--- src/rtl/sgi_pkg.sv ---
package sgi_pkg;
  localparam int unsigned SGI_ID_W   = 4;
  localparam int unsigned SGI_LIST_W = 8;

  typedef enum logic [1:0] {
    RT_LIST   = 2'd0,
    RT_OTHERS = 2'd1,
    RT_SELF   = 2'd2,
    RT_RSVD   = 2'd3
  } route_e;

  typedef struct packed {
    logic [SGI_LIST_W-1:0] list;
    route_e                route;
    logic [SGI_ID_W-1:0]   id;
  } sgi_cmd_t;

  // Mask with the lowest n bits set.
  function automatic logic [SGI_LIST_W-1:0] low_mask(input int unsigned n);
    logic [SGI_LIST_W-1:0] m;
    for (int unsigned i = 0; i < SGI_LIST_W; i++) m[i] = (i < n);
    return m;
  endfunction

  // Single bit at position idx.
  function automatic logic [SGI_LIST_W-1:0] one_bit(input int unsigned idx);
    logic [SGI_LIST_W-1:0] m;
    for (int unsigned i = 0; i < SGI_LIST_W; i++) m[i] = (i == idx);
    return m;
  endfunction
endpackage

--- src/rtl/sgi_cmd_decode.sv ---
module sgi_cmd_decode
  import sgi_pkg::*;
#(
  parameter int unsigned DATA_W = 32
) (
  input  logic [DATA_W-1:0] wr_data,
  output sgi_cmd_t          cmd
);
  localparam int unsigned ID_LSB    = 0;
  localparam int unsigned LIST_LSB  = 16;
  localparam int unsigned ROUTE_LSB = 24;

  logic unused_fields;
  assign unused_fields = ^{wr_data[DATA_W-1:ROUTE_LSB+2],
                           wr_data[LIST_LSB-1:ID_LSB+SGI_ID_W]};

  always_comb begin
    cmd.id    = wr_data[ID_LSB +: SGI_ID_W];
    cmd.list  = wr_data[LIST_LSB +: SGI_LIST_W];
    cmd.route = route_e'(wr_data[ROUTE_LSB +: 2]);
  end
endmodule

--- src/rtl/sgi_target_filter.sv ---
module sgi_target_filter
  import sgi_pkg::*;
#(
  parameter int unsigned NUM_CPUS = 8,
  localparam int unsigned IDX_W = (NUM_CPUS > 1) ? $clog2(NUM_CPUS) : 1,
  localparam int unsigned CNT_W = $clog2(NUM_CPUS + 1)
) (
  input  sgi_cmd_t             cmd,
  input  logic [IDX_W-1:0]     req_cpu,
  input  logic [CNT_W-1:0]     cpus_online,
  output logic [NUM_CPUS-1:0]  tgt_mask,
  output logic                 rsvd_drop
);
  logic [SGI_LIST_W-1:0] online_w;
  logic [SGI_LIST_W-1:0] self_w;
  logic [SGI_LIST_W-1:0] raw_w;
  logic [SGI_LIST_W-1:0] clip_w;

  assign online_w  = low_mask(int'(cpus_online));
  assign self_w    = one_bit(int'(req_cpu));
  assign rsvd_drop = (cmd.route == RT_RSVD);

  always_comb begin
    unique case (cmd.route)
      RT_LIST:   raw_w = cmd.list;
      RT_OTHERS: raw_w = ~self_w;
      RT_SELF:   raw_w = self_w;
      default:   raw_w = '0;
    endcase
    clip_w = raw_w & online_w;
  end

  assign tgt_mask = clip_w[NUM_CPUS-1:0];
endmodule

--- src/rtl/sgi_pulse_out.sv ---
module sgi_pulse_out
  import sgi_pkg::*;
#(
  parameter int unsigned NUM_CPUS = 8,
  localparam int unsigned IDX_W = (NUM_CPUS > 1) ? $clog2(NUM_CPUS) : 1
) (
  input  logic                clk,
  input  logic                rst_n,
  input  logic                fire,
  input  logic [NUM_CPUS-1:0] tgt_mask,
  input  logic [SGI_ID_W-1:0] id_in,
  input  logic [IDX_W-1:0]    req_cpu,
  output logic [NUM_CPUS-1:0] set_pulse,
  output logic [SGI_ID_W-1:0] sgi_id,
  output logic [NUM_CPUS-1:0] sgi_src
);
  logic [SGI_LIST_W-1:0] src_w;
  assign src_w = one_bit(int'(req_cpu));

  for (genvar c = 0; c < NUM_CPUS; c++) begin : g_cpu
    always_ff @(posedge clk) begin
      if (!rst_n) set_pulse[c] <= 1'b0;
      else        set_pulse[c] <= fire & tgt_mask[c];
    end
  end

  always_ff @(posedge clk) begin
    if (!rst_n) begin
      sgi_id  <= '0;
      sgi_src <= '0;
    end else if (fire) begin
      sgi_id  <= id_in;
      sgi_src <= src_w[NUM_CPUS-1:0];
    end
  end
endmodule

--- src/rtl/sgi_dispatch.sv ---
module sgi_dispatch
  import sgi_pkg::*;
#(
  parameter int unsigned NUM_CPUS = 8,
  parameter int unsigned DATA_W   = 32,
  localparam int unsigned IDX_W = (NUM_CPUS > 1) ? $clog2(NUM_CPUS) : 1,
  localparam int unsigned CNT_W = $clog2(NUM_CPUS + 1)
) (
  input  logic                clk,
  input  logic                rst_n,
  input  logic                wr_en,
  input  logic [DATA_W-1:0]   wr_data,
  input  logic [IDX_W-1:0]    req_cpu,
  input  logic [CNT_W-1:0]    cpus_online,
  output logic [DATA_W-1:0]   rd_data,
  output logic [NUM_CPUS-1:0] set_pulse,
  output logic [SGI_ID_W-1:0] sgi_id,
  output logic [NUM_CPUS-1:0] sgi_src
);
  sgi_cmd_t            cmd;
  logic [NUM_CPUS-1:0] tgt_mask;
  logic                rsvd_drop;
  logic                fire;

  // Write-only register: reads see zero.
  assign rd_data = '0;

  sgi_cmd_decode #(.DATA_W(DATA_W)) u_dec (
    .wr_data (wr_data),
    .cmd     (cmd)
  );

  sgi_target_filter #(.NUM_CPUS(NUM_CPUS)) u_flt (
    .cmd         (cmd),
    .req_cpu     (req_cpu),
    .cpus_online (cpus_online),
    .tgt_mask    (tgt_mask),
    .rsvd_drop   (rsvd_drop)
  );

  assign fire = wr_en & ~rsvd_drop;

  sgi_pulse_out #(.NUM_CPUS(NUM_CPUS)) u_out (
    .clk       (clk),
    .rst_n     (rst_n),
    .fire      (fire),
    .tgt_mask  (tgt_mask),
    .id_in     (cmd.id),
    .req_cpu   (req_cpu),
    .set_pulse (set_pulse),
    .sgi_id    (sgi_id),
    .sgi_src   (sgi_src)
  );

  // Reserved route drops the write.
  p_rsvd_drop_r6: assert property (@(posedge clk) disable iff (!rst_n)
    (wr_en && wr_data[25:24] == 2'd3) |=> (set_pulse == '0));

  // Pulses only follow a write, one cycle later.
  p_pulse_needs_write_r8: assert property (@(posedge clk) disable iff (!rst_n)
    (set_pulse != '0) |-> $past(wr_en));

  // No pulse lasts two cycles without a second write.
  p_single_cycle_r8: assert property (@(posedge clk) disable iff (!rst_n)
    (!wr_en) |=> (set_pulse == '0));

  // Requester record is one-hot while requests are out.
  p_src_onehot_r7: assert property (@(posedge clk) disable iff (!rst_n)
    (set_pulse != '0) |-> ($countones(sgi_src) == 1));

  // ID accompanies the pulses.
  p_id_follows_r1: assert property (@(posedge clk) disable iff (!rst_n)
    (set_pulse != '0) |-> (sgi_id == $past(wr_data[3:0])));

  // Broadcast never hits the requester.
  p_self_excluded_r4: assert property (@(posedge clk) disable iff (!rst_n)
    (wr_en && wr_data[25:24] == 2'd1) |=>
      ((set_pulse & sgi_src) == '0));
endmodule

--- config.mk ---
export PLATFORM = sky130hd
export DESIGN_NAME = sgi_dispatch
export DESIGN_NICKNAME = d
export VERILOG_FILES = /design/src/rtl/sgi_pkg.sv /design/src/rtl/sgi_cmd_decode.sv /design/src/rtl/sgi_target_filter.sv /design/src/rtl/sgi_pulse_out.sv /design/src/rtl/sgi_dispatch.sv
export SDC_FILE = /design/constraint.sdc
export NUM_CORES = 1
export LEC_CHECK = 0
export CORE_UTILIZATION = 36
export DETAILED_ROUTE_END_ITERATION = 16
export PLACE_DENSITY = 0.86
export SYNTH_ARGS = -nofsm -noshare
export SYNTH_HDL_FRONTEND = slang
export SYNTH_SLANG_ARGS = --single-unit
--- constraint.sdc ---
create_clock -name clk -period 2 [get_ports clk]
set_clock_uncertainty 0.05 [all_clocks]
set_input_delay 0.4 -clock clk [delete_from_list [all_inputs] [get_ports clk]]
set_output_delay 0.4 -clock clk [all_outputs]
set_load 0.01 [all_outputs]
## After elaboration in Yosys (flattened, before gate mapping)

Index checks and enable logic that the tools add are counted.

| storage, ports and cells | value |
|---|---|
| bits in registers | 20 |
| bits of input ports | 42 |
| output and inout port bits | 52 |
| logic and storage cells | 43 |

| operators by class | value |
|---|---|
| order comparisons | 8 |
| equality and inequality tests | 10 |
| multiplexer cells | 1 |
| bitwise operators | 12 |
| reductions and logical operators | 2 |

Operators with widths:

| operator | number |
|---|---|
| one-hot mux 8 bit (3 select lines) | 1 |
| < comparator 3 x 4 -> 1 bit (first input constant) | 4 |
| == test 3 bit (first input constant) | 4 |
| bitwise AND 1 bit | 9 |
| bitwise AND 8 bit | 1 |
| < comparator 1 x 4 -> 1 bit (first input constant) | 2 |
| < comparator 2 x 4 -> 1 bit (first input constant) | 2 |
| NOT 8 bit | 1 |
| == test 2 x 3 -> 1 bit (first input constant) | 2 |
| == test 2 bit (second input constant) | 2 |
| == test 1 x 3 -> 1 bit (first input constant) | 1 |
| logical NOT 3 bit | 1 |
| == test 2 x 1 -> 1 bit (second input constant) | 1 |
| logical NOT 2 bit | 1 |
| NOT 1 bit | 1 |

## Longest topological paths before layout

Gate-level depths: netlist of run 1.

| depth | value |
|---|---|
| depth in word-level cells | 5 |
| gate-level depth with buffers | 5 |
| mapped depth without buffers | 3 |

## Hierarchy

A second synthesis of run 1 with hierarchy kept.

| unflattened totals | value |
|---|---|
| cell total of the unflattened synthesis | 157 |
| area, all modules | 1365.1 µm² |

By module, submodules not included:

| module | times used | cells an instance | area each (µm²) | seq. area each (µm²) |
|---|---|---|---|---|
| sgi_pulse_out | 1 | 65 | 693.2 | 400.4 |
| sgi_target_filter | 1 | 44 | 309.0 | 0.0 |
| sgi_dispatch | 1 | 34 | 257.7 | 0.0 |
| sgi_cmd_decode | 1 | 14 | 105.1 | 0.0 |

## Worst setup path after synthesis of run 1

Ideal clock, no wire load.

| timing | value |
|---|---|
| path kind | input -> register |
| start | input req_cpu[1] |
| end | register u_out.set_pulse[6] |
| library setup time | 0.079 ns |
| arrival | 1.244 ns |
| data required time | 1.871 ns |
| slack | 0.627 ns |
| stages | 4 |
| path buffers | 1 |
| path through | buf_6 > and3b_1 > or3_1 > a211oi_2 |

| on the way | value |
|---|---|
| cells in the longest elaborated chain, start to end | 5 |

RTL lines:

| what | line | source |
|---|---|---|
| from (decl) | sgi_dispatch.sv:13 | `input logic [IDX_W-1:0] req_cpu,` |
| == test 3 bit * | sgi_pkg.sv:28 | `for (int unsigned i = 0; i < SGI_LIST_W; i++) m[i] = (i == idx);` |
| NOT 8 bit | sgi_target_filter.sv:26 | `RT_OTHERS: raw_w = ~self_w;` |
| one-hot mux 8 bit (3 select lines) * | sgi_target_filter.sv:24 | `unique case (cmd.route)` |
| bitwise AND 8 bit * | sgi_target_filter.sv:30 | `clip_w = raw_w & online_w;` |
| bitwise AND 1 bit * | sgi_pulse_out.sv:23 | `else set_pulse[c] <= fire & tgt_mask[c];` |
| to (signal, indexed assignment) | sgi_pulse_out.sv:23 |  |
| to (decl) | sgi_pulse_out.sv:13 | `output logic [NUM_CPUS-1:0] set_pulse,` |

Mark *: on every way between the ends. The rest lies on a longest branch, timed or not.
A chain may end at the register's enable or synchronous reset.

## Worst setup path in the final report of run 1

| timing | value |
|---|---|
| start | register u_out.sgi_src[5] |
| end | output sgi_src[5] |

RTL lines:

| what | line | source |
|---|---|---|
| from (decl) | sgi_pulse_out.sv:15 | `output logic [NUM_CPUS-1:0] sgi_src` |
| from (signal assigned) | sgi_pulse_out.sv:33 | `sgi_src <= src_w[NUM_CPUS-1:0];` |
| to (decl) | sgi_dispatch.sv:18 | `output logic [NUM_CPUS-1:0] sgi_src` |

No word-level cell between the ends.

==> results.py, run 1 <==
metrics = {
    "global_route": {
        "grt_pass1_vias": 940,
        "grt-ovfl-total": 0,
        "grt_usage_pct": 14.57,
        "antenna_found_initial": 0,
        "grt_max_degree": 16,
        "grt_first_pass_wirelength_um": 3960,
    },
    "cts": {
        "cts.sinks": 20,
        "cts_buffers": 3,
        "root_buffer": "clkbuf_4",
        "clk_pin_slew_worst_paths_ps": 110,
        "postCtsSetupRepairBufs": 0,
        "clock_latency_ps": 300,
        "cts.htree.levels": 1,
        "hold_buffers": 0,
        "cts.path.max_buffers": 2,
        "cts_tree": "built",
        "cts_resized": 0,
    },
    "synth": {
        "synthFlopType": "dfxtp_1",
        "ys_ff_latch": 20,
        "yosysUniqueCellTypes": 36,
        "synth_fa_ha_area_share_pct": 0,
        "synth_top_family_by_area": "buffers and inverters",
        "yosys.area_share.simple_pct": 19.59,
        "synth_top_cell_by_area": "dfxtp_1",
        "synth_sequential_area_ratio_pct": 32.82,
        "synth_xor_area_share_pct": 0,
        "syn_inst": 145,
        "netlist_top_cells_count": "buf_4 (32), dfxtp_1 (20), nand2_1 (19)",
        "async_reset_ff_share_pct": 0,
        "synth_area_leaders": "dfxtp_1 (33%), buf_4 (20%), a21boi_0 (6.2%)",
        "ys.warnings.count": 0,
        "syn_area_per_cell_um2": 8.413,
        "netlist_area_um2": 1220,
        "synth_mux_area_share_pct": 2.769,
        "synth-compound-area-share_pct": 21.03,
        "synth_top_area_share_pct": 32.82,
        "synth.most_common_cell": "buf_4",
        "synth_edf_count": 0,
    },
    "routing": {
        "postRouteAntennaNets": 0,
        "wl_um": 2583,
        "vias": 1038,
        "wl_per_cell_um": 10.90,
        "drt_iter0_markers": 8,
        "vias_per_cell": 4.380,
        "drtPass1Iterations": 4,
        "drc": 0,
    },
    "power_and_ir_drop": {
        "max-vdd-ir-drop_mv": 0.3780,
        "power.density_nw_per_um2": 523.5,
        "p_leak_uw": 0.0006403,
    },
    "worst_setup_path": {
        "path_buf_inv": 1,
        "max_stage_delay_ps": 540,
        "path_cells": "clkdlybuf4s50_1",
        "cp_max_fo": 2,
        "worst_setup_path_end_kind": "output pin",
        "start_kind": "register",
        "crit_slowest_cell": "clkdlybuf4s50_1",
        "crit_required_ps": 1550,
        "cp_top_family": "buffers and inverters",
        "critical_path_class": "reg -> out",
        "crit_arrival_ps": 1200,
    },
    "timing": {
        "setup_slack_ps": 349.0,
        "period_needed_ps": 1651,
        "drv_slew": 0,
        "tns_ps": 0,
        "period_share_pct": 82.55,
        "hold_violations": 0,
        "rsz0062_at_grt": "no",
        "whs_ps": 417.8,
        "setup_viol": 0,
        "timing.fmax_mhz": 605.7,
    },
    "place": {
        "post-place-ws_ps": 43.33,
        "routabilityCongestion": 0.7717,
        "port_buffers": 43,
        "place_inst": 233,
        "dpl.hpwl_um": 1994,
    },
    "floorplan": {
        "die_w_um": 60.21,
        "initial_utilization_pct": 39.00,
        "dieArea_um2": 3625,
        "core_um2": 3128,
        "die_y_um": 60.21,
        "rows": 20,
        "ios": 94,
    },
    "status": {
        "status": "finished, final reports clean",
    },
    "worst_hold_path": {
        "min_path_type": "reg -> reg",
    },
    "cells_and_area": {
        "final_util_pct": 52.76,
        "fin_nets": 236,
        "areaGrowthSynthToFinish_pct": 35.28,
        "antennaDiodeCount": 0,
        "n_fill_cell": 291,
        "layout-drive-gt1-share_pct": 11.92,
        "final_cells": 237,
    },
    "job": {
        "cap_violations": 0,
    },
}
-- cell type report --
class	instances	area, µm²	share of cell area (%)
well taps	44	55.05	3.336
clock buffers	4	36.28	2.199
inverters	1	3.754	0.2274
flip-flops and latches	20	400.4	24.26
multi-input cells	115	649.4	39.35
repair buffers	53	505.5	30.63
-- report_power, final --
part | internal [µW] | switching, µW
clock network | 111 | 126
logic | 105 | 105
registers | 411 | 4.90
-- layer usage --
layer | global-route usage [%] | part of all wire, %
met4 | 2.658 | 0.39
met5 | 0 | 0
met2 | 26.06 | 45
met3 | 5.195 | 8.6
met1 | 16.56 | 46
-- cells in the final DEF (no fill, tap or decap), drive strengths merged, types with 2 or more instances in the layout --
| cell | netlist | routed |
|---|---|---|
| a21oi | 2 | 2 |
| or2 | 2 | 2 |
| o21a | 3 | 3 |
| buf | 38 | 10 |
| nor3b | 2 | 2 |
| or3 | 3 | 3 |
| nand3b | 2 | 2 |
| and2 | 2 | 2 |
| o211ai | 3 | 3 |
| a21boi | 11 | 11 |
| mux2 | 3 | 3 |
| conb | 1 | 32 |
| nor3 | 6 | 6 |
| a211oi | 5 | 5 |
| dfxtp | 20 | 20 |
| clkbuf | 2 | 4 |
| nor4 | 2 | 2 |
| nand2 | 20 | 20 |
| nor2 | 7 | 7 |
| clkdlybuf4s50 | 0 | 43 |
| nand3 | 2 | 2 |
-- final timing paths --
kind,startpoint,endpoint,slack (ps),depth (start not counted)
setup / recovery,u_out.sgi_src[5],sgi_src[5],350,1
hold / removal,u_out.sgi_id[1],u_out.sgi_id[1],420,2
setup reg to reg,u_out.sgi_src[5],u_out.sgi_src[5],1220,2
hold reg to reg,u_out.sgi_id[1],u_out.sgi_id[1],420,2
-- metrics by stage --
step           power (µW)  area [µm²]
3_5_place_dp        634.0        1614
5_1_grt             911.1        1650
2_1_floorplan       578.8        1336
6_report            863.9        1650
4_1_cts             873.3        1650
3_3_place_gp        631.9        1614
-- kinds of logic after synthesis --
logic type,after synthesis
and+or+nand+nor,49
buffers and inverters,41
DFF,20
other,1
muxes,3
AOI/OAI and AO/OA,31
-- flip-flops by register name (all words and copies together), names as in the netlist --
| register | cells |
|---|---|
| u_out.sgi_src | 8 |
| u_out.sgi_id | 4 |
| u_out.set_pulse | 8 |
Power figures use the tool's default switching activity.
==> run 2: changes to the inputs <==
--- a/config.mk
+++ b/config.mk
@@ -5,9 +5,9 @@
 export SDC_FILE = /design/constraint.sdc
 export NUM_CORES = 1
 export LEC_CHECK = 0
-export CORE_UTILIZATION = 36
+export CORE_UTILIZATION = 33
 export DETAILED_ROUTE_END_ITERATION = 16
-export PLACE_DENSITY = 0.86
+export PLACE_DENSITY = 0.79
 export SYNTH_ARGS = -nofsm -noshare
 export SYNTH_HDL_FRONTEND = slang
 export SYNTH_SLANG_ARGS = --single-unit
==> constraint.sdc (replaced) <==
create_clock -name clk -period 1.65 [get_ports clk]
set_clock_uncertainty 0.05 [all_clocks]
set_input_delay 0.33 -clock clk [delete_from_list [all_inputs] [get_ports clk]]
set_output_delay 0.33 -clock clk [all_outputs]
set_load 0.01 [all_outputs]
==> run 2 against run 1 <==
Net effect:
- wire length is 3.2% higher
- first-iteration DRC count is 110% higher
- combinational power grew 30%
- critical path depth did not move
- largest power group unchanged
==> results.py, run 2 (synthesis gave the netlist of run 1 again) <==
metrics = {
    "status": {
        "status": "finished, final reports clean",
    },
    "cells_and_area": {
        "n_fill_cell": 353,
        "regArea_um2": 400.4,
        "areaGrowthSynthToFinish_pct": 43.49,
        "final_cell_mix": "clkdlybuf4s50_1 (40), conb_1 (32), buf_4 (20), dfxtp_1 (20), nand2_1 (19)",
        "fin_nets": 246,
        "layout_commonest_cell": "clkdlybuf4s50_1",
        "antennaDiodeCount": 0,
        "layout-drive-gt1-share_pct": 16.83,
        "final_util_pct": 50.85,
        "reg_top3": "u_out.set_pulse: 8 flops, u_out.sgi_src: 8 flops, u_out.sgi_id: 4 flops",
        "multi_input_area_um2": 659.4,
    },
    "global_route": {
        "antenna_found_initial": 0,
        "grt_usage_pct": 13.27,
        "grt_first_pass_wirelength_um": 4084,
        "grt_max_degree": 16,
        "grt_pass1_vias": 923,
        "grt-ovfl-total": 0,
    },
    "worst_setup_path": {
        "path_buf_inv": 1,
        "r2r_end": "u_out.sgi_src[3]",
        "worst_setup_path_end_kind": "output pin",
        "crit_arrival_ps": 1130,
        "reg2reg_depth": 2,
        "path_cells": "clkdlybuf4s50_1",
        "crit_slowest_cell": "clkdlybuf4s50_1",
        "critical_path_class": "reg -> out",
        "start_kind": "register",
        "r2r_slack_ps": 900,
        "max_stage_delay_ps": 540,
        "cp_top_family": "buffers and inverters",
        "crit_required_ps": 1270,
        "cp_max_fo": 2,
        "worstReg2RegStart": "u_out.sgi_src[3]",
    },
    "timing": {
        "setup_viol": 0,
        "period_needed_ps": 1507,
        "hold_violations": 0,
        "drv_slew": 0,
        "setup_slack_ps": 143.3,
        "rsz0062_at_grt": "no",
        "period_share_pct": 91.31,
        "timing.fmax_mhz": 663.7,
    },
    "routing": {
        "drt_iter0_markers": 17,
        "vias": 1062,
        "wl_um": 2665,
        "drc": 0,
        "wl_per_cell_um": 10.75,
        "vias_per_cell": 4.282,
        "drtPass1Iterations": 4,
        "postRouteAntennaNets": 0,
    },
    "floorplan": {
        "ios": 94,
        "die_w_um": 62.80,
        "rows": 21,
        "core_um2": 3442,
        "die_y_um": 62.80,
        "dieArea_um2": 3944,
        "initial_utilization_pct": 35.44,
    },
    "cts": {
        "root_buffer": "clkbuf_8",
        "cts.htree.levels": 1,
        "cts.path.max_buffers": 2,
        "cts_tree": "built",
        "hold_buffers": 0,
        "clk_pin_slew_worst_paths_ps": 70,
        "clock_latency_ps": 250,
        "cts_buffers": 3,
        "cts.sinks": 20,
    },
    "place": {
        "routabilityCongestion": 0.8311,
        "post-place-ws_ps": -311.5,
        "port_buffers": 43,
        "dpl.hpwl_um": 2062,
    },
    "power_and_ir_drop": {
        "p_leak_uw": 0.0007200,
        "max-vdd-ir-drop_mv": 0.2322,
        "power.density_nw_per_um2": 620.0,
    },
    "worst_hold_path": {
        "whs_path_depth": 2,
        "min_path_type": "reg -> reg",
        "hp-start": "u_out.sgi_src[6]",
        "min_to": "u_out.sgi_src[6]",
    },
    "job": {
        "cap_violations": 0,
    },
}
==> run 2: cell count changes in the layout (fill, tap and decap cells not counted), sizes merged <==
cell	before	now
clkdlybuf4s50	43	40
buf	10	20
clkbuf	4	3
dlymetal6s2s	0	3
==> run 2: how the worst max path moves through the flow <==
stage | depth (start not counted) | from | endpoint | slack (ps)
2_1_floorplan | 4 | req_cpu[1] | u_out.set_pulse[6] | 350
3_3_place_gp | 4 | req_cpu[1] | u_out.set_pulse[0] | -300
3_5_place_dp | 4 | req_cpu[1] | u_out.set_pulse[0] | -310
4_1_cts | 4 | req_cpu[2] | u_out.set_pulse[4] | 30
5_1_grt | 5 | wr_data[24] | u_out.sgi_src[7] | 90
6_report | 1 | u_out.sgi_src[1] | sgi_src[1] | 140
==> run 2: layout make-up <==
cell class                 count  share of cell area (%)
multi-input combinational    115                   37.67
timing repair buffer          63                   33.60
sequential                    20                   22.87
tap                           46                   3.288
clock buffer                   3                   2.359
inverter                       1                  0.2144
==> run 2: where the power goes <==
part / internal [µW] / switching [µW]
clock network: 162 / 146
registers: 499 / 5.83
logic: 140 / 132
total: 801 / 284
==> run 2: stage by stage <==
step                total power (µW)  cells  TNS (ps)  hold slack (ps)  area [µm²]
finish                          1085    248         0            410.7        1750
global route                    1146    248         0            437.4        1750
CTS                             1099    247         0            415.3        1730
detailed placement             784.9    244     -1815            405.5        1684
global placement               781.0    244     -1465            398.8        1684
floorplan                      701.6    176         0            424.9        1336
==> run 2: what timing repair did <==
| item | CTS | global route |
|---|---|---|
| endpoints found under the setup margin | 1 | 4 |
| resized for setup | 1 | 4 |
| gates cloned | 0 | 0 |
| pin swaps | 0 | 1 |
| setup buffers | 0 | 1 |
==> run 2: routing by layer <==
layer / GRT usage, % / wire, µm / vias up
li1: - / - / 549
met1: 16.08 / 1194 / 472
met2: 21.60 / 1297 / 39
met3: 3.102 / 145 / 2
met4: 6.977 / 27 / 0
met5: 0 / 0 / -
==> run 2: worst register-to-register path: stages, from the launching register on <==
cell	delay, ps
dfxtp_1	310
and2_0	130
o21a_1	160
